--- src/rtl/ctr_pkg.sv ---
// Package: shared encodings for the counter channel.
// Assumes a 32-bit data path and word-addressed registers.
package ctr_pkg;

    typedef enum logic [1:0] {
        IN_TIMER_UP = 2'd0,
        IN_TIMER_DN = 2'd1,
        IN_EVENT    = 2'd2
    } in_mode_e;

    typedef enum logic [2:0] {
        CM_NONE  = 3'd0,
        CM_LOAD  = 3'd1,
        CM_CLEAR = 3'd2,
        CM_LATCH = 3'd3,
        CM_GATE  = 3'd4
    } ctl_mode_e;

    typedef enum logic [1:0] {
        G_WAIT = 2'd0,
        G_MEAS = 2'd1,
        G_DONE = 2'd2
    } gate_state_e;

    localparam int A_MODE    = 0;
    localparam int A_PRELOAD = 1;
    localparam int A_COMPARE = 2;
    localparam int A_COUNT   = 3;
    localparam int A_LATCH   = 4;
    localparam int A_PSC     = 5;
    localparam int A_IRQ_EN  = 6;
    localparam int A_IRQ_ST  = 7;
    localparam int A_CMD     = 8;

    localparam int N_IRQ   = 2;
    localparam int IRQ_MATCH = 0;
    localparam int IRQ_CTL   = 1;

endpackage

--- src/rtl/ctr_pin_sync.sv ---
// Module: multi-stage synchronizer for a vector of asynchronous pins.
// Assumes each pin toggles slower than the clock; no edge detection here.
module ctr_pin_sync #(
    parameter int WIDTH  = 3,
    parameter int STAGES = 2
) (
    input  logic             clk,
    input  logic             rst_n,
    input  logic [WIDTH-1:0] pin_async,
    output logic [WIDTH-1:0] pin_sync
);

    for (genvar s = 0; s < STAGES; s++) begin : g_st
        logic [WIDTH-1:0] q;
        if (s == 0) begin : g_first
            // First capture flop for the raw pins.
            always_ff @(posedge clk) begin
                if (!rst_n) q <= '0;
                else        q <= pin_async;
            end
        end else begin : g_next
            // Further resolution stage.
            always_ff @(posedge clk) begin
                if (!rst_n) q <= '0;
                else        q <= g_st[s-1].q;
            end
        end
    end

    assign pin_sync = g_st[STAGES-1].q;

endmodule

--- src/rtl/ctr_prescaler.sv ---
// Module: clock-enable divider producing one tick every DIV clocks.
// Assumes DIV of 0 or 1 means a tick on every clock.
module ctr_prescaler #(
    parameter int DIV_W = 16
) (
    input  logic             clk,
    input  logic             rst_n,
    input  logic [DIV_W-1:0] div,
    output logic             tick
);

    logic [DIV_W-1:0] cnt_q;
    logic             last;

    // Terminal phase of the divider; >= tolerates a shrinking divisor.
    assign last = (div <= DIV_W'(1)) || (cnt_q >= div - DIV_W'(1));
    assign tick = last;

    // Phase counter advance.
    always_ff @(posedge clk) begin
        if (!rst_n)    cnt_q <= '0;
        else if (last) cnt_q <= '0;
        else           cnt_q <= cnt_q + DIV_W'(1);
    end

    // with a divisor above one, ticks never come back to back.
    p_tick_gap_r2: assert property (@(posedge clk) disable iff (!rst_n)
        (tick && div > DIV_W'(1)) |=> (!tick || !$stable(div)));

endmodule

--- src/rtl/ctr_core.sv ---
// Module: counter datapath with step source selection, compare match,
// control-pin actions and gated measurement.
// Assumes pin levels are already synchronized; edges are found here.
module ctr_core
    import ctr_pkg::*;
#(
    parameter int CNT_W = 32
) (
    input  logic             clk,
    input  logic             rst_n,
    input  in_mode_e         in_mode,
    input  logic             free_run,
    input  ctl_mode_e        ctl_mode,
    input  logic [CNT_W-1:0] preload,
    input  logic [CNT_W-1:0] compare,
    input  logic             tick,
    input  logic             evt_lvl,
    input  logic             ctl_lvl,
    input  logic             dir_lvl,
    input  logic             cmd_clear,
    input  logic             cmd_load,
    output logic [CNT_W-1:0] count,
    output logic [CNT_W-1:0] latch_val,
    output logic             match_evt,
    output logic             ctl_evt
);

    logic [CNT_W-1:0] count_q, latch_q, step_val;
    logic             run_q, evt_prev_q, ctl_prev_q;
    gate_state_e      gstate_q;
    logic             evt_rise, ctl_rise, ctl_fall;
    logic             count_down, src_pulse, gate_open, step;
    logic             ctl_overwrite, cmd_any, latch_hit, gate_done;

    assign evt_rise = evt_lvl & ~evt_prev_q;
    assign ctl_rise = ctl_lvl & ~ctl_prev_q;
    assign ctl_fall = ~ctl_lvl & ctl_prev_q;

    // Step source, direction and the actions that compete with a step.
    always_comb begin
        count_down    = (in_mode == IN_TIMER_DN) || ((in_mode == IN_EVENT) && !dir_lvl);
        src_pulse     = (in_mode == IN_EVENT) ? evt_rise : tick;
        gate_open     = (ctl_mode != CM_GATE) || (gstate_q == G_MEAS);
        step          = run_q && gate_open && src_pulse;
        step_val      = count_down ? count_q - CNT_W'(1) : count_q + CNT_W'(1);
        cmd_any       = cmd_clear || cmd_load;
        ctl_overwrite = ctl_rise && ((ctl_mode == CM_LOAD) || (ctl_mode == CM_CLEAR));
        latch_hit     = ctl_rise && (ctl_mode == CM_LATCH);
        gate_done     = (ctl_mode == CM_GATE) && (gstate_q == G_MEAS) && ctl_fall && !cmd_any;
        match_evt     = step && !cmd_any && !ctl_overwrite && (step_val == compare);
        ctl_evt       = (ctl_overwrite && !cmd_any) || latch_hit || gate_done;
    end

    // Edge history for the synchronized pins.
    always_ff @(posedge clk) begin
        if (!rst_n) begin
            evt_prev_q <= 1'b0;
            ctl_prev_q <= 1'b0;
        end else begin
            evt_prev_q <= evt_lvl;
            ctl_prev_q <= ctl_lvl;
        end
    end

    // Counter value: command, then control action, then normal step.
    always_ff @(posedge clk) begin
        if (!rst_n)             count_q <= '0;
        else if (cmd_clear)     count_q <= '0;
        else if (cmd_load)      count_q <= preload;
        else if (ctl_overwrite) count_q <= (ctl_mode == CM_LOAD) ? preload : '0;
        else if (step)          count_q <= step_val;
    end

    // Arm flag: set by commands and control reloads, dropped on a single-run match.
    always_ff @(posedge clk) begin
        if (!rst_n)                         run_q <= 1'b0;
        else if (cmd_any || ctl_overwrite)  run_q <= 1'b1;
        else if (match_evt && !free_run)    run_q <= 1'b0;
    end

    // Gated measurement sequence: wait for rise, measure, done on fall.
    always_ff @(posedge clk) begin
        if (!rst_n || cmd_any) gstate_q <= G_WAIT;
        else if (ctl_mode == CM_GATE) begin
            if (gstate_q == G_WAIT && ctl_rise)      gstate_q <= G_MEAS;
            else if (gstate_q == G_MEAS && ctl_fall) gstate_q <= G_DONE;
        end
    end

    // Snapshot register for latch mode.
    always_ff @(posedge clk) begin
        if (!rst_n)         latch_q <= '0;
        else if (latch_hit) latch_q <= count_q;
    end

    assign count     = count_q;
    assign latch_val = latch_q;

    // a disarmed counter holds unless a command or control reload arrives.
    p_disarmed_hold_r4: assert property (@(posedge clk) disable iff (!rst_n)
        (!run_q && !cmd_any && !ctl_overwrite) |=> $stable(count_q));

    // a single-run match disarms the counter.
    p_single_stop_r4: assert property (@(posedge clk) disable iff (!rst_n)
        (match_evt && !free_run && !cmd_any) |=> !run_q);

    // before the gate opens the count does not move.
    p_gate_wait_r9: assert property (@(posedge clk) disable iff (!rst_n)
        (ctl_mode == CM_GATE && gstate_q == G_WAIT && !cmd_any) |=> $stable(count_q));

    // a control load wins over any step in the same cycle.
    p_ctl_load_r7: assert property (@(posedge clk) disable iff (!rst_n)
        (ctl_rise && ctl_mode == CM_LOAD && !cmd_any) |=> (count_q == $past(preload)));

    // the latch captures the count seen before the edge.
    p_latch_r8: assert property (@(posedge clk) disable iff (!rst_n)
        (ctl_rise && ctl_mode == CM_LATCH) |=> (latch_q == $past(count_q)));

endmodule

--- src/rtl/ctr_regs.sv ---
// Module: register file, command strobes, sticky status and interrupt line.
// Assumes single-cycle writes; reads are combinational and side-effect free.
module ctr_regs
    import ctr_pkg::*;
#(
    parameter int CNT_W  = 32,
    parameter int PSC_W  = 16,
    parameter int ADDR_W = 4
) (
    input  logic              clk,
    input  logic              rst_n,
    input  logic              wr_en,
    input  logic [ADDR_W-1:0] addr,
    input  logic [CNT_W-1:0]  wdata,
    output logic [CNT_W-1:0]  rdata,
    input  logic [CNT_W-1:0]  count,
    input  logic [CNT_W-1:0]  latch_val,
    input  logic              match_evt,
    input  logic              ctl_evt,
    output in_mode_e          in_mode,
    output logic              free_run,
    output ctl_mode_e         ctl_mode,
    output logic [CNT_W-1:0]  preload,
    output logic [CNT_W-1:0]  compare,
    output logic [PSC_W-1:0]  psc_div,
    output logic              cmd_clear,
    output logic              cmd_load,
    output logic              irq
);

    localparam int MASTER_BIT = CNT_W - 1;

    in_mode_e         in_mode_q;
    ctl_mode_e        ctl_mode_q;
    logic             free_run_q;
    logic [CNT_W-1:0] preload_q, compare_q;
    logic [PSC_W-1:0] psc_q;
    logic [N_IRQ-1:0] en_q, stat_q, set_vec, ack_mask;
    logic             master_q;
    logic             wr_mode, wr_ack;

    function automatic in_mode_e dec_in(input logic [1:0] v);
        case (v)
            2'd1:    return IN_TIMER_DN;
            2'd2:    return IN_EVENT;
            default: return IN_TIMER_UP;
        endcase
    endfunction

    function automatic ctl_mode_e dec_ctl(input logic [2:0] v);
        case (v)
            3'd1:    return CM_LOAD;
            3'd2:    return CM_CLEAR;
            3'd3:    return CM_LATCH;
            3'd4:    return CM_GATE;
            default: return CM_NONE;
        endcase
    endfunction

    // Write decode and command strobes.
    always_comb begin
        wr_mode   = wr_en && (int'(addr) == A_MODE);
        wr_ack    = wr_en && (int'(addr) == A_IRQ_ST);
        cmd_clear = wr_en && (int'(addr) == A_CMD) && wdata[0];
        cmd_load  = wr_en && (int'(addr) == A_CMD) && wdata[1];
        ack_mask  = wr_ack ? wdata[N_IRQ-1:0] : '0;
        set_vec   = '0;
        set_vec[IRQ_MATCH] = match_evt;
        set_vec[IRQ_CTL]   = ctl_evt;
    end

    // Configuration registers.
    always_ff @(posedge clk) begin
        if (!rst_n) begin
            in_mode_q  <= IN_TIMER_UP;
            ctl_mode_q <= CM_NONE;
            free_run_q <= 1'b0;
            preload_q  <= '0;
            compare_q  <= '0;
            psc_q      <= '0;
            en_q       <= '0;
            master_q   <= 1'b0;
        end else if (wr_en) begin
            if (wr_mode) begin
                in_mode_q  <= dec_in(wdata[1:0]);
                free_run_q <= wdata[2];
                ctl_mode_q <= dec_ctl(wdata[6:4]);
            end
            if (int'(addr) == A_PRELOAD) preload_q <= wdata;
            if (int'(addr) == A_COMPARE) compare_q <= wdata;
            if (int'(addr) == A_PSC)     psc_q     <= wdata[PSC_W-1:0];
            if (int'(addr) == A_IRQ_EN) begin
                en_q     <= wdata[N_IRQ-1:0];
                master_q <= wdata[MASTER_BIT];
            end
        end
    end

    // Sticky status: new events win over a simultaneous acknowledge.
    always_ff @(posedge clk) begin
        if (!rst_n) stat_q <= '0;
        else        stat_q <= (stat_q & ~ack_mask) | set_vec;
    end

    // Read multiplexer.
    always_comb begin
        rdata = '0;
        case (int'(addr))
            A_MODE: begin
                rdata[1:0] = in_mode_q;
                rdata[2]   = free_run_q;
                rdata[6:4] = ctl_mode_q;
            end
            A_PRELOAD: rdata = preload_q;
            A_COMPARE: rdata = compare_q;
            A_COUNT:   rdata = count;
            A_LATCH:   rdata = latch_val;
            A_PSC:     rdata[PSC_W-1:0] = psc_q;
            A_IRQ_EN: begin
                rdata[N_IRQ-1:0]  = en_q;
                rdata[MASTER_BIT] = master_q;
            end
            A_IRQ_ST:  rdata[N_IRQ-1:0] = stat_q;
            default:   rdata = '0;
        endcase
    end

    assign irq      = master_q && |(stat_q & en_q);
    assign in_mode  = in_mode_q;
    assign free_run = free_run_q;
    assign ctl_mode = ctl_mode_q;
    assign preload  = preload_q;
    assign compare  = compare_q;
    assign psc_div  = psc_q;

    for (genvar b = 0; b < N_IRQ; b++) begin : g_stat_chk
        // a status bit stays set until acknowledged.
        p_sticky_r11: assert property (@(posedge clk) disable iff (!rst_n)
            (stat_q[b] && !ack_mask[b]) |=> stat_q[b]);
        // an acknowledge with no new event clears the bit.
        p_ack_clear_r11: assert property (@(posedge clk) disable iff (!rst_n)
            (ack_mask[b] && !set_vec[b]) |=> !stat_q[b]);
        // an event in the same cycle as its acknowledge survives.
        p_set_wins_r11: assert property (@(posedge clk) disable iff (!rst_n)
            set_vec[b] |=> stat_q[b]);
    end

endmodule

--- src/rtl/ctr_channel.sv ---
// Module: top of the counter channel; ties synchronizer, prescaler,
// counter core and registers together.
// Assumes evt_in, ctl_in and dir_in are asynchronous to clk.
module ctr_channel
    import ctr_pkg::*;
#(
    parameter int CNT_W       = 32,
    parameter int PSC_W       = 16,
    parameter int ADDR_W      = 4,
    parameter int SYNC_STAGES = 2
) (
    input  logic              clk,
    input  logic              rst_n,
    input  logic              wr_en,
    input  logic [ADDR_W-1:0] addr,
    input  logic [CNT_W-1:0]  wdata,
    output logic [CNT_W-1:0]  rdata,
    input  logic              evt_in,
    input  logic              ctl_in,
    input  logic              dir_in,
    output logic              irq
);

    localparam int N_PINS = 3;

    logic [N_PINS-1:0] pins_sync;
    in_mode_e          in_mode;
    ctl_mode_e         ctl_mode;
    logic              free_run, tick, cmd_clear, cmd_load, match_evt, ctl_evt;
    logic [CNT_W-1:0]  preload, compare, count, latch_val;
    logic [PSC_W-1:0]  psc_div;

    ctr_pin_sync #(.WIDTH(N_PINS), .STAGES(SYNC_STAGES)) u_sync (
        .clk       (clk),
        .rst_n     (rst_n),
        .pin_async ({dir_in, ctl_in, evt_in}),
        .pin_sync  (pins_sync)
    );

    ctr_prescaler #(.DIV_W(PSC_W)) u_psc (
        .clk   (clk),
        .rst_n (rst_n),
        .div   (psc_div),
        .tick  (tick)
    );

    ctr_core #(.CNT_W(CNT_W)) u_core (
        .clk       (clk),
        .rst_n     (rst_n),
        .in_mode   (in_mode),
        .free_run  (free_run),
        .ctl_mode  (ctl_mode),
        .preload   (preload),
        .compare   (compare),
        .tick      (tick),
        .evt_lvl   (pins_sync[0]),
        .ctl_lvl   (pins_sync[1]),
        .dir_lvl   (pins_sync[2]),
        .cmd_clear (cmd_clear),
        .cmd_load  (cmd_load),
        .count     (count),
        .latch_val (latch_val),
        .match_evt (match_evt),
        .ctl_evt   (ctl_evt)
    );

    ctr_regs #(.CNT_W(CNT_W), .PSC_W(PSC_W), .ADDR_W(ADDR_W)) u_regs (
        .clk       (clk),
        .rst_n     (rst_n),
        .wr_en     (wr_en),
        .addr      (addr),
        .wdata     (wdata),
        .rdata     (rdata),
        .count     (count),
        .latch_val (latch_val),
        .match_evt (match_evt),
        .ctl_evt   (ctl_evt),
        .in_mode   (in_mode),
        .free_run  (free_run),
        .ctl_mode  (ctl_mode),
        .preload   (preload),
        .compare   (compare),
        .psc_div   (psc_div),
        .cmd_clear (cmd_clear),
        .cmd_load  (cmd_load),
        .irq       (irq)
    );

endmodule

--- config.mk ---
export PLATFORM = sky130hd
export DESIGN_NAME = ctr_channel
export DESIGN_NICKNAME = d
export VERILOG_FILES = /design/src/rtl/ctr_pkg.sv /design/src/rtl/ctr_pin_sync.sv /design/src/rtl/ctr_prescaler.sv /design/src/rtl/ctr_core.sv /design/src/rtl/ctr_regs.sv /design/src/rtl/ctr_channel.sv
export SDC_FILE = /design/constraint.sdc
export NUM_CORES = 1
export LEC_CHECK = 0
export BUFFER_PORTS_ARGS = -buffer_cell sky130_fd_sc_hd__clkbuf_2
export CAP_MARGIN = 5
export CORE_ASPECT_RATIO = 1.25
export CORE_MARGIN = 2
export CORE_UTILIZATION = 56
export CTS_CLUSTER_SIZE = 10
export DETAILED_ROUTE_END_ITERATION = 10
export GPL_ROUTABILITY_DRIVEN = 0
export PLACE_DENSITY_LB_ADDON = 0.25
export SYNTH_ARGS = -nofsm -noshare
export SYNTH_HDL_FRONTEND = slang
export SYNTH_HIERARCHICAL = 1
export SYNTH_SLANG_ARGS = --single-unit
--- constraint.sdc ---
create_clock -name clk -period 4.3 [get_ports clk]
set_input_delay 0.86 -clock clk [delete_from_list [all_inputs] [get_ports clk]]
set_output_delay 0.86 -clock clk [all_outputs]
set_load 0.01 [all_outputs]
; After elaboration in Yosys (flattened, before gate mapping)
; Index checks and enable logic that the tools add are counted.
[word_totals]
romBits = 0
out_inout_bits = 33
latchBits = 0
n_memories = 0
word_cells = 133
ram_bits = 0
reg_bits = 182
in_bits = 42
[classes]
multipliers = 0
mux = 20
div = 0
eq_ne = 28
shift = 0
add_sub_neg = 4
bitwise_logic = 11
order_cmp = 2
reduce_logical = 50
[ops]
columns = op, count
row1 = two-way mux 32 bit, 5
row2 = one-hot mux 15 bit (4 select lines), 1
row3 = one-hot mux 9 bit (5 select lines), 1
row4 = "adder 32 x 1 -> 32 bit, second input constant", 1
row5 = equality test 32 bit, 1
row6 = "subtractor 32 x 1 -> 32 bit, second input constant", 1
row7 = logical AND 1 bit, 21
row8 = "equality test 4 x 3 -> 1 bit, second input constant", 5
row9 = one-hot mux 3 bit (6 select lines), 1
row10 = "adder 16 x 1 -> 16 bit, second input constant", 1
row11 = "equality test 4 bit, second input constant", 4
row12 = greater-or-equal comparator 16 bit, 1
row13 = "<= comparator 16 x 1 -> 1 bit, second input constant", 1
row14 = one-hot mux 2 bit (8 select lines), 1
row15 = "subtractor 16 x 1 -> 16 bit, second input constant", 1
row16 = "equality test 3 x 2 -> 1 bit, second input constant", 4
row17 = "equality test 4 x 2 -> 1 bit, second input constant", 3
row18 = one-hot mux 3 bit (4 select lines), 1
row19 = AND reduction 2 bit, 6
row20 = one-hot mux 1 bit (5 select lines), 2
row21 = logical OR 1 bit, 9
row22 = logical NOT 4 bit, 2
row23 = "equality test 2 x 1 -> 1 bit, second input constant", 3
row24 = "equality test 3 x 1 -> 1 bit, second input constant", 2
row25 = 18 further kinds, 37

; Depth between registers and ports, before layout
; Gate-level depths: netlist (run 1).
[depth]
ltp_word = 11
ltp_mapped = 20
mapped_depth_nobuf = 20

; Cells and area by module
; Netlist (run 1), hierarchy kept.
[by_module_without_submodules]
columns = module, n_inst, cells_each, seq_area_each_um2, area_per_inst_um2
row1 = ctr_core, 1, 855, 1381.3, 6347.3
row2 = ctr_regs, 1, 596, 1821.7, 5039.8
row3 = ctr_prescaler, 1, 155, 320.3, 1361.3
row4 = ctr_pin_sync, 1, 12, 120.1, 157.7

; Worst setup path after synthesis (run 1)
; Ideal clock, no wire load.
[synth_timing]
kind = register to register
from = reg u_regs.psc_q[3] (netlist: u_regs/psc_div[3])
to = reg u_regs.stat_q[0]
period_less_slack_ns = 4.747
stages_incl_launch_ff = 20
required_ns = 4.242
setup_time_ns = 0.058
slack_ns = -0.447
arrival_time_ns = 4.689
path_buffers = 0
path_cell_list = dfxtp_1 nor4_4 nand3_1 or3_4 nor3_2 xnor2_1 ha_1 nand4_1 a211oi_1 a32oi_2 nand3_1 and2_1 o221ai_2 or4_1 or4_1 a211oi_2 nand4_1 or4_1 nor4_2 o21a_1
[synth_via]
elab_chain_len = 9
elab_cells_between_ends = 10
classes_between = add/sub: 1 / order compare: 2 / mux: 1 / bitwise: 1 / reduce/logical: 5
[synth_rtl]
columns = element, line
row1 = from (decl), ctr_regs.sv:37  ; logic [PSC_W-1:0] psc_q;
row2 = subtractor 16 x 1 -> 16 bit, ctr_prescaler.sv:16  ; assign last = (div <= DIV_W'(1)) || (cnt_q >= div - DIV_W'(1));
row3 = greater-or-equal comparator 16 bit, ctr_prescaler.sv:16
row4 = logical OR 1 bit (*), ctr_prescaler.sv:16
row5 = named net tick, ctr_channel.sv:29  ; logic free_run, tick, cmd_clear, cmd_load, match_evt, ctl_evt;
row6 = two-way mux 1 bit (*), ctr_core.sv:42  ; src_pulse = (in_mode == IN_EVENT) ? evt_rise : tick;
row7 = logical AND 1 bit (*), ctr_core.sv:44  ; step = run_q && gate_open && src_pulse;
row8 = logical AND 1 bit (*) (3 in a row), ctr_core.sv:50  ; match_evt = step && !cmd_any && !ctl_overwrite && (step_val == compare);
row9 = named net match_evt, ctr_channel.sv:29
row10 = OR 2 bit (*), ctr_regs.sv:102  ; else stat_q <= (stat_q & ~ack_mask) | set_vec;
row11 = to (signal assigned), ctr_regs.sv:102
row12 = to (decl), ctr_regs.sv:38  ; logic [N_IRQ-1:0] en_q, stat_q, set_vec, ack_mask;
; Mark *: on every way through the listed nets, which the timed path passes. The rest lies on a longest branch.
; A chain may end at the register's enable or synchronous reset.

; Final worst setup path (run 1)
; Ends and elaborated chain as after synthesis.

==> results.sh, run 1 <==
export IMPL_drt_first_iter_violations=1438
export IMPL_dr_total_vias=13220
export IMPL_grt_usage_pct=34.71
export IMPL_worstSetupPathType="reg2reg"
export IMPL_path_clk_slew_ps=70
export IMPL_fin_crit_sh_pct=108.5
export IMPL_pwr_share_comb_pct=14.4
export IMPL_clock_fmax_mhz=214.4
export IMPL_synth_edf_count=0
export IMPL_drv_cap=0
export IMPL_leakage_nw=5.600
export IMPL_arrival_ps=5060
export IMPL_htreeDepth=4
export IMPL_portBuffers=74
export IMPL_synth_nets=1714
export IMPL_yosys_area_top_type_share_pct=28.23
export IMPL_setup_ws_ps=-363.8
export IMPL_rows=62
export IMPL_synthTopCellsByArea="dfxtp_1 28%, o21ai_0 6.7%, ha_1 5.1%, nand3_1 4.5%, nand2_1 4.2%"
export IMPL_numCtsBuffers=17
export IMPL_setup_worst_path_start_class="register"
export IMPL_route_detailed_drc=0
export IMPL_finalHoldViolCount=0
export IMPL_grt_pass1_vias=12550
export IMPL_cts_root_buf="clkbuf_16"
export IMPL_drtAntennaViolNets=0
export IMPL_seqPwrFrac_pct=44.3
export IMPL_rsz0062_at_grt="true"
export IMPL_skew_ps=6.758
export IMPL_synth_flop_cell="dfxtp_1"
export IMPL_report_final_slew_viol_count=0
export IMPL_use_met3_pct=5.608
export IMPL_layout_drive_gt1_share_pct=17.22
export IMPL_async_flop_share_pct=0
export IMPL_insertion_delay_ps=450
export IMPL_fp_coreArea_sq_mm=0.02281
export IMPL_num_io_pins=75
export IMPL_met1_usage_pct=41.31
export IMPL_swShare_pct=28.23
export IMPL_cts_sinks=182
export IMPL_grt_max_degree=79
export IMPL_stdcell_count=2001
export IMPL_outcome="complete, but fails checks"
export IMPL_cpPeakStageDelay_ps=540
export IMPL_via_per_inst=6.609
export IMPL_area_growth_syn_to_layout_pct=13.43
export IMPL_routedWlPerCell_um=21.67
export IMPL_path_max_fanout=3
export IMPL_grt_overflow=0
export IMPL_yosysSeqAreaShare_pct=28.23
export IMPL_wl_mm=43.37
export IMPL_slew_headroom_pct=33.09
export IMPL_hpwl_mm=31.74
export IMPL_synth_top_area_cell="dfxtp_1"
export IMPL_violations="setup timing"
export IMPL_peakVddDrop_v=0.0002621
export IMPL_cts_max_path_buffers=2
export IMPL_dieArea_sq_mm=0.02428
export IMPL_p_int_w=0.002827
export IMPL_grt_pass1_wl_mm=67.81
export IMPL_hold_depth=1
export IMPL_fill_cells=1978
export IMPL_hold_class="reg2reg"
export IMPL_synth_area_sq_mm=0.01291
export IMPL_cts_tree="built"
export IMPL_layout_min_cycle_time_ps=4664
export IMPL_required_ps=4690
export IMPL_firstDrtPassIters=5
export IMPL_cpMaxStageDelayCell="or4_1"
export IMPL_antenna_found_initial=0
export IMPL_dieHeight_um=173.7
export IMPL_rr_worst_depth=19
export IMPL_fp_dieW_um=139.8
export IMPL_ys_warnings_count=6
export IMPL_crit_path_end_kind="register"
export IMPL_grt_busiest_layer="met2"
export IMPL_total_power_w=0.003940
export IMPL_switchingPower_w=0.001112
export IMPL_setup_viol=1
export IMPL_final_nets=1796
export IMPL_dp_slack_ps=-490.4
export IMPL_gr_usage_met2_pct=59.82
export IMPL_p_per_area_mw_per_mm2=269.1
export IMPL_worstPathCellList="nor4_4, nand3_2, or3_4, nor3_2, xnor2_1, ha_1, nand4_1, a211oi_2, a32oi_2, nand3_2, and2_4, o221ai_4, or4_4, or4_4, a211oi_2, nand4_1, or4_1, nor4_2, o21a_1"
export IMPL_diodes=0
export IMPL_initial_utilization_pct=56.59
export IMPL_dp_cells=1969
export IMPL_synth_cell_types=101
export IMPL_syn_avg_cell_area_sq_um=7.977
export IMPL_pwr_share_clk_pct=41.4
export IMPL_worst_pin_slew_ps=1003
export IMPL_syn_inst=1618
export IMPL_ys_ff_latch=182
kinds of logic after synthesis:
kind of cell	Yosys count	synth area share (%)
muxes	26	2.298
adders and majority gates	55	5.371
and+or+nand+nor	546	22.45
DFF	182	28.23
xor gates and xnor gates	86	6.699
AOI/OAI and AO/OA	575	29.68
buffers and inverters	148	5.274
flip-flops by register name (all words and copies together) (netlist names), 2 cells and up:
name and flops:
u_psc/cnt_q 16, u_regs/preload 32, u_regs/ctl_mode 3, u_regs/compare 32
u_regs/in_mode 2, u_core/gstate_q 2, u_regs/psc_div 16, u_regs/stat_q 2
u_sync/g_st.q 3, u_regs/en_q 2, u_core/latch_val 32, u_sync/pin_sync 3
u_core/count 32
repair_timing:
action                                  CTS  global route
pin swaps                                 3             1
buffers inserted                          0             0
gates resized for setup                   5             7
endpoints found under the setup margin    1             2
hold buffers                              0             0
worst paths after layout:
kind	from	end	slack [ps]
hold / removal	u_sync/g_st[0].q[0]	u_sync/pin_sync[0]	440
hold reg to reg	u_sync/g_st[0].q[0]	u_sync/pin_sync[0]	440
setup reg to reg	u_regs/psc_div[3]	u_regs/stat_q[0]	-360
setup / recovery	u_regs/psc_div[3]	u_regs/stat_q[0]	-360
layout by cell type (no fill, tap or decap), types with 19 or more instances in the layout:
cell,instances
nand3_1,113
nor3_1,19
nand2_1,143
inv_1,25
o21ai_0,173
buf_4,110
dfxtp_1,177
ha_1,53
nor2_1,88
a21boi_0,67
a211oi_1,24
a22oi_1,57
xnor2_1,41
a21oi_1,70
a21boi_1,57
clkbuf_2,73
xor2_1,36
nand4_1,23
metal layers:
metal,part of all wire (%),up-vias
met3,7.2,163
met4,5.7,0
met1,39,6270
met5,0,-
li1,-,6139
met2,48,652
cells in the mapped netlist (6+ instances only):
cell	n
o21ai_0	173
a32oi_1	9
a22oi_1	57
and3_1	13
nor2b_1	14
xor2_1	36
a21boi_1	57
nor3_1	19
xnor2_1	42
nand2_1	143
a21o_1	10
a211oi_1	25
xnor3_1	7
buf_6	9
ha_1	53
a21oi_1	71
nand3_1	116
o221ai_1	12
dfxtp_1	182
nand3b_1	7
buf_2	20
inv_1	25
o211ai_1	8
a21boi_0	67
buf_4	8
o21a_1	12
nand2b_1	17
nor4_1	10
or4_1	6
or3_1	9
clkbuf_1	80
mux2i_1	15
and2_1	18
nor2_2	10
mux2_2	9
a31oi_1	11
a2111oi_0	8
nor2_1	88
nand4_1	23
nor3b_1	7
critical path, delay by kind of cell, from the launching register on:
family	cells	cell delay (ps)
compound gates	5	810
fa+ha+maj	1	280
flops	1	330
simple gates	12	3090
xor+xnor	1	100
per-stage QoR:
stage	utilization [%]	hold slack (ps)	area [sq um]	TNS [ps]
2_1_floorplan	-	411.8	12930	-252.8
3_5_place_dp	61.29	428.2	13980	-490.4
3_3_place_gp	61.29	420.7	13980	-387.3
5_1_grt	64.19	477.5	14640	-535.9
6_report	64.19	438.9	14640	-363.8
4_1_cts	64.07	445.2	14610	-367.2
final cells by class:
cell class | instances | area [sq um] | share of cell area [%]
repair buffers | 186 | 1251 | 8.547
clock inverters | 14 | 171.4 | 1.171
flip-flops and latches | 182 | 3652 | 24.95
clock buffers | 18 | 439.2 | 3.000
inverters | 25 | 93.84 | 0.6410
multi-input cells | 1288 | 8671 | 59.23
well taps | 288 | 360.3 | 2.462
power groups by stage:
stage	Clock, W	Sequential [W]	Combinational, W
global route	0.00171	0.00175	0.000602
floorplan	0	0.00177	0.000361
global placement	0	0.00178	0.000533
detailed placement	0	0.00178	0.000542
finish	0.00163	0.00174	0.000566
CTS	0.00164	0.00174	0.000546
No activity file was read; power rests on OpenSTA's default activity.
==> run 2: changes to the inputs <==
--- a/config.mk
+++ b/config.mk
@@ -14,6 +14,7 @@
 export DETAILED_ROUTE_END_ITERATION = 10
 export GPL_ROUTABILITY_DRIVEN = 0
 export PLACE_DENSITY_LB_ADDON = 0.25
+export SKIP_CTS_REPAIR_TIMING = 1
 export SYNTH_ARGS = -nofsm -noshare
 export SYNTH_HDL_FRONTEND = slang
 export SYNTH_HIERARCHICAL = 1
==> constraint.sdc (replaced) <==
create_clock -name clk -period 4 [get_ports clk]
set_input_delay 0.8 -clock clk [delete_from_list [all_inputs] [get_ports clk]]
set_output_delay 0.8 -clock clk [all_outputs]
set_load 0.01 [all_outputs]
==> run 2 against run 1 <==
Compared with the run above:
- the flow still finishes with violations (setup timing)
- clock power up 4%
- sequential cell count unchanged
- first-iteration DRC count down 3.0%
- combinational power up 12%
- die area unchanged
- highest routed layer unchanged
==> results.sh, run 2 (same netlist as run 1, synthesis figures left out) <==
export IMPL_outcome="complete, but fails checks"
export IMPL_violations="setup timing"
export IMPL_dpl_cell_area_sq_mm=0.01456
export IMPL_dr_total_vias=13660
export IMPL_num_io_pins=75
export IMPL_swShare_pct=27.70
export IMPL_path_clk_slew_ps=70
export IMPL_dieArea_sq_mm=0.02428
export IMPL_dp_cells=2029
export IMPL_met1_usage_pct=40.18
export IMPL_worstSetupPathType="reg2reg"
export IMPL_initial_utilization_pct=56.59
export IMPL_cts_root_buf="clkbuf_16"
export IMPL_layout_min_cycle_time_ps=4657
export IMPL_fp_coreArea_sq_mm=0.02281
export IMPL_cpMaxStageDelayCell="or4_4"
export IMPL_cts_tree="built"
export IMPL_crit_start="u_regs/psc_div[7]"
export IMPL_area_growth_syn_to_layout_pct=18.35
export IMPL_arrival_ps=5050
export IMPL_drt_first_iter_violations=1395
export IMPL_leakage_nw=5.884
export IMPL_route_detailed_drc=0
export IMPL_final_common_cell="dfxtp_1"
export IMPL_r2r_start="u_regs/psc_div[7]"
export IMPL_grt_overflow=0
export IMPL_final_nets=1861
export IMPL_dp_slack_ps=-761.6
export IMPL_crit_path_end_kind="register"
export IMPL_fp_dieW_um=139.8
export IMPL_seqPwrFrac_pct=44.5
export IMPL_grt_max_degree=71
export IMPL_wl_mm=43.97
export IMPL_portBuffers=74
export IMPL_gr_usage_met2_pct=59.59
export IMPL_pwr_share_comb_pct=15.1
export IMPL_antenna_found_initial=0
export IMPL_required_ps=4390
export IMPL_diodes=0
export IMPL_rows=62
export IMPL_insertion_delay_ps=440
export IMPL_rr_worst_depth=19
export IMPL_critPathBufInv=0
export IMPL_cts_max_path_buffers=2
export IMPL_use_met3_pct=5.525
export IMPL_via_per_inst=6.612
export IMPL_setup_ws_ps=-656.7
export IMPL_hpwl_mm=33.30
export IMPL_grt_pass1_vias=13030
export IMPL_worst_pin_slew_ps=818.7
export IMPL_htreeDepth=4
export IMPL_p_int_w=0.003048
export IMPL_hold_path_endpoint="u_sync/pin_sync[1]"
export IMPL_grt_busiest_layer="met2"
export IMPL_hold_class="reg2reg"
export IMPL_final_cell_mix="178 x dfxtp_1, 177 x buf_4, 170 x o21ai_0"
export IMPL_rrSetupSlack_ps=-660
export IMPL_fill_cells=1921
export IMPL_path_max_fanout=3
export IMPL_numCtsBuffers=17
export IMPL_clock_fmax_mhz=214.7
export IMPL_whs_ps=435.3
export IMPL_cp_top_family="simple AND/OR/NAND/NOR gates"
export IMPL_fin_crit_sh_pct=116.4
export IMPL_routedWlPerCell_um=21.28
export IMPL_stdcell_count=2066
export IMPL_dieHeight_um=173.7
export IMPL_switchingPower_w=0.001168
export IMPL_peakVddDrop_v=0.0002935
export IMPL_pwr_share_clk_pct=40.4
export IMPL_grt_pass1_wl_mm=68.41
export IMPL_crit_top_cell="or4_4"
export IMPL_grt_usage_pct=34.97
export IMPL_drtAntennaViolNets=0
export IMPL_setup_worst_path_start_class="register"
export IMPL_worstPathCellList="nor4_4, nand3_2, or3_4, nor3_4, xnor2_1, ha_1, nand4_1, a211oi_2, a32oi_2, nand3_1, and2_4, o221ai_4, or4_4, or4_4, a211oi_2, nand4_1, or4_4, nor4_2, o21a_1"
export IMPL_r2r_end="u_regs/stat_q[0]"
export IMPL_hold_depth=1
export IMPL_skew_ps=9.129
export IMPL_firstDrtPassIters=6
export IMPL_cts_sinks=182
export IMPL_slew_headroom_pct=44.01
export IMPL_setup_viol=2
export IMPL_report_final_slew_viol_count=0
export IMPL_final_area_sq_mm=0.01527
export IMPL_drv_cap=0
export IMPL_finalHoldViolCount=0
export IMPL_layout_drive_gt1_share_pct=21.26
export IMPL_rsz0062_at_grt="true"
export IMPL_min_from="u_sync/g_st[0].q[1]"
export IMPL_cpPeakStageDelay_ps=490
export IMPL_p_per_area_mw_per_mm2=276.0
-- run 2: worst register-to-register path: stages (launching register included) --
cell      delay (ps)
dfxtp_2          340
nor4_4           320
nand3_2          150
or3_4            380
nor3_4           130
xnor2_1           90
ha_1             300
nand4_1          170
a211oi_2         210
a32oi_2          140
nand3_1          120
and2_4           160
o221ai_4         120
or4_4            430
or4_4            420
a211oi_2         160
nand4_1          110
or4_4            490
nor4_2           260
o21a_1           130
-- run 2: metrics by stage --
step / power (W) / utilization, % / TNS [ps]
floorplan: 0.002297 / - / -607.2
global placement: 0.002510 / 63.82 / -752.4
detailed placement: 0.002520 / 63.82 / -914.9
CTS: 0.004201 / 66.39 / -1040
global route: 0.004336 / 66.97 / -1510
finish: 0.004216 / 66.97 / -781.3
-- run 2: final cells by class --
class                           count  area, sq um  area share (%)
Clock buffer                       19        442.9           2.900
Clock inverter                     13        142.6          0.9338
Inverter                           25        97.59          0.6389
Multi-Input combinational cell   1288         8866           58.04
Sequential cell                   182         3651           23.90
Tap cell                          288        360.3           2.359
Timing Repair Buffer              251         1714           11.22
-- run 2: worst max path at each step --
stage,endpoint,slack (ps),depth (start not counted)
floorplan,u_regs/stat_q[0],-550,19
global placement,u_regs/stat_q[0],-630,19
detailed placement,u_regs/stat_q[0],-760,19
CTS,u_regs/stat_q[0],-830,19
global route,u_regs/stat_q[0],-870,19
finish,u_regs/stat_q[0],-660,19
-- run 2: routing by layer --
metal / share of wire, % / wire [um]
met1: 37 / 16410
met2: 48 / 21210
met3: 7.1 / 3110
met4: 7.4 / 3245
met5: 0 / 0
-- run 2: power by group through the flow --
stage | Combinational (W) | Sequential [W] | Clock (W)
floorplan | 0.000392 | 0.00191 | 0
detailed placement | 0.000603 | 0.00192 | 0
global route | 0.000676 | 0.00188 | 0.00178
global placement | 0.000593 | 0.00192 | 0
CTS | 0.000607 | 0.00188 | 0.00172
finish | 0.000636 | 0.00188 | 0.00170
==> run 3: changes to the inputs <==
--- a/config.mk
+++ b/config.mk
@@ -7,7 +7,7 @@
 export LEC_CHECK = 0
 export BUFFER_PORTS_ARGS = -buffer_cell sky130_fd_sc_hd__clkbuf_2
 export CAP_MARGIN = 5
-export CORE_ASPECT_RATIO = 1.25
+export CORE_ASPECT_RATIO = 0.9
 export CORE_MARGIN = 2
 export CORE_UTILIZATION = 56
 export CTS_CLUSTER_SIZE = 10
==> run 3 against run 2 <==
Compared with the run above:
- the run still ends with setup timing left
- die area hardly changed
- routed wire length is 3.5% higher
- power is 0.90% higher
- maximum frequency is 0.70% lower
==> results.sh, run 3 (same netlist as run 1, synthesis figures left out) <==
export IMPL_arrival_ps=5070
export IMPL_path_max_fanout=3
export IMPL_grt_max_degree=78
export IMPL_setup_worst_path_start_class="register"
export IMPL_hold_depth=1
export IMPL_dr_total_vias=13860
export IMPL_drv_cap=0
export IMPL_dp_cells=2039
export IMPL_via_per_inst=6.680
export IMPL_rrSetupSlack_ps=-690
export IMPL_setup_viol=5
export IMPL_stdcell_count=2074
export IMPL_fin_crit_sh_pct=117.2
export IMPL_report_final_slew_viol_count=0
export IMPL_cts_root_buf="clkbuf_16"
export IMPL_path_clk_slew_ps=70
export IMPL_crit_path_end_kind="register"
export IMPL_skew_ps=16.36
export IMPL_slew_headroom_pct=18.78
export IMPL_outcome="complete, but fails checks"
export IMPL_r2r_end="u_regs/stat_q[0]"
export IMPL_rr_worst_depth=19
export IMPL_final_common_cell="dfxtp_1"
export IMPL_route_detailed_drc=0
export IMPL_fp_dieW_um=164.0
export IMPL_worst_pin_slew_ps=1188
export IMPL_wl_mm=45.49
export IMPL_p_per_area_mw_per_mm2=277.9
export IMPL_routedWlPerCell_um=21.93
export IMPL_violations="setup timing"
export IMPL_drt_first_iter_violations=1936
export IMPL_layout_drive_gt1_share_pct=21.27
export IMPL_area_growth_syn_to_layout_pct=18.62
export IMPL_drtAntennaViolNets=0
export IMPL_grt_overflow=0
export IMPL_grt_pass1_vias=12960
export IMPL_hpwl_mm=33.32
export IMPL_finalHoldViolCount=0
export IMPL_numCtsBuffers=17
export IMPL_fp_coreArea_sq_mm=0.02258
export IMPL_hold_class="reg2reg"
export IMPL_peakVddDrop_v=0.0002757
export IMPL_antenna_found_initial=0
export IMPL_hold_path_endpoint="u_sync/pin_sync[2]"
export IMPL_firstDrtPassIters=6
export IMPL_r2r_start="u_regs/psc_div[2]"
export IMPL_rsz0062_at_grt="true"
export IMPL_insertion_delay_ps=450
export IMPL_worstSetupPathType="reg2reg"
export IMPL_rows=52
export IMPL_grt_usage_pct=36.87
export IMPL_dieArea_sq_mm=0.02428
export IMPL_total_power_w=0.004254
export IMPL_whs_ps=438.1
export IMPL_grt_pass1_wl_mm=70.45
export IMPL_portBuffers=74
export IMPL_leakage_nw=5.900
export IMPL_final_nets=1860
export IMPL_num_io_pins=75
export IMPL_required_ps=4380
export IMPL_layout_min_cycle_time_ps=4690
export IMPL_setup_ws_ps=-689.6
export IMPL_final_cell_mix="179 x dfxtp_1, 174 x buf_4, 172 x o21ai_0"
export IMPL_dieHeight_um=148.0
export IMPL_final_util_pct=67.81
export IMPL_fill_cells=1840
export IMPL_initial_utilization_pct=57.17
export IMPL_cts_sinks=182
export IMPL_htreeDepth=4
export IMPL_multiInputGateArea_sq_mm=0.008872
export IMPL_diodes=0
export IMPL_cts_max_path_buffers=2
export IMPL_cts_tree="built"
export IMPL_clock_fmax_mhz=213.2
export IMPL_regArea_sq_mm=0.003650
export IMPL_min_from="u_sync/g_st[0].q[2]"
run 3: critical path, cell delays in order (launching register included):
cell      delay, ps
dfxtp_2         340
nor4_4          310
nand3_2         130
or3_4           360
nor3_4          170
xnor2_1          90
ha_1            290
nand4_1         150
a211oi_2        230
a32oi_2         150
nand3_2         120
and2_4          160
o221ai_4        120
or4_1           410
or4_4           430
a211oi_2        150
nand4_1         110
or4_4           520
nor4_4          270
o21a_1          130
run 3: metrics by stage:
stage | TNS [ps] | cell area, sq um | setup slack, ps
6_report | -884.0 | 15310 | -689.6
5_1_grt | -4538 | 15310 | -980.0
4_1_cts | -976.5 | 15190 | -759.5
3_5_place_dp | -882.5 | 14600 | -739.9
3_3_place_gp | -746.1 | 14600 | -665.4
2_1_floorplan | -607.2 | 13090 | -552.8
run 3: worst max path at each step:
stage | start | to | slack (ps) | depth (start not counted)
2_1_floorplan | u_regs/psc_div[4] | u_regs/stat_q[0] | -550 | 19
3_3_place_gp | u_regs/psc_div[8] | u_regs/stat_q[0] | -670 | 19
3_5_place_dp | u_regs/psc_div[8] | u_regs/stat_q[0] | -740 | 19
4_1_cts | u_regs/psc_div[8] | u_regs/stat_q[0] | -760 | 19
5_1_grt | u_regs/psc_div[2] | u_regs/stat_q[0] | -980 | 19
6_report | u_regs/psc_div[2] | u_regs/stat_q[0] | -690 | 19
run 3: area by class of cell:
cell class / count / share of cell area [%]
Clock buffer: 20 / 2.983
Inverter: 25 / 0.6375
Multi-Input combinational cell: 1288 / 57.95
Sequential cell: 182 / 23.84
Tap cell: 297 / 2.427
Timing Repair Buffer: 250 / 11.31
Clock inverter: 12 / 0.8500
run 3: routing by layer:
layer	share of wire [%]	vias to the layer above	track usage [%]
li1	-	6279	-
met1	40	6482	48.94
met2	44	933	57.54
met3	11	161	8.109
met4	4.4	0	16.23
met5	0	-	0
run 3: report_power, final:
group | internal (W) | switching [W]
clock network | 0.000916 | 0.000805
registers | 0.00184 | 0.0000389
logic | 0.000269 | 0.000387
total | 0.00302 | 0.00123
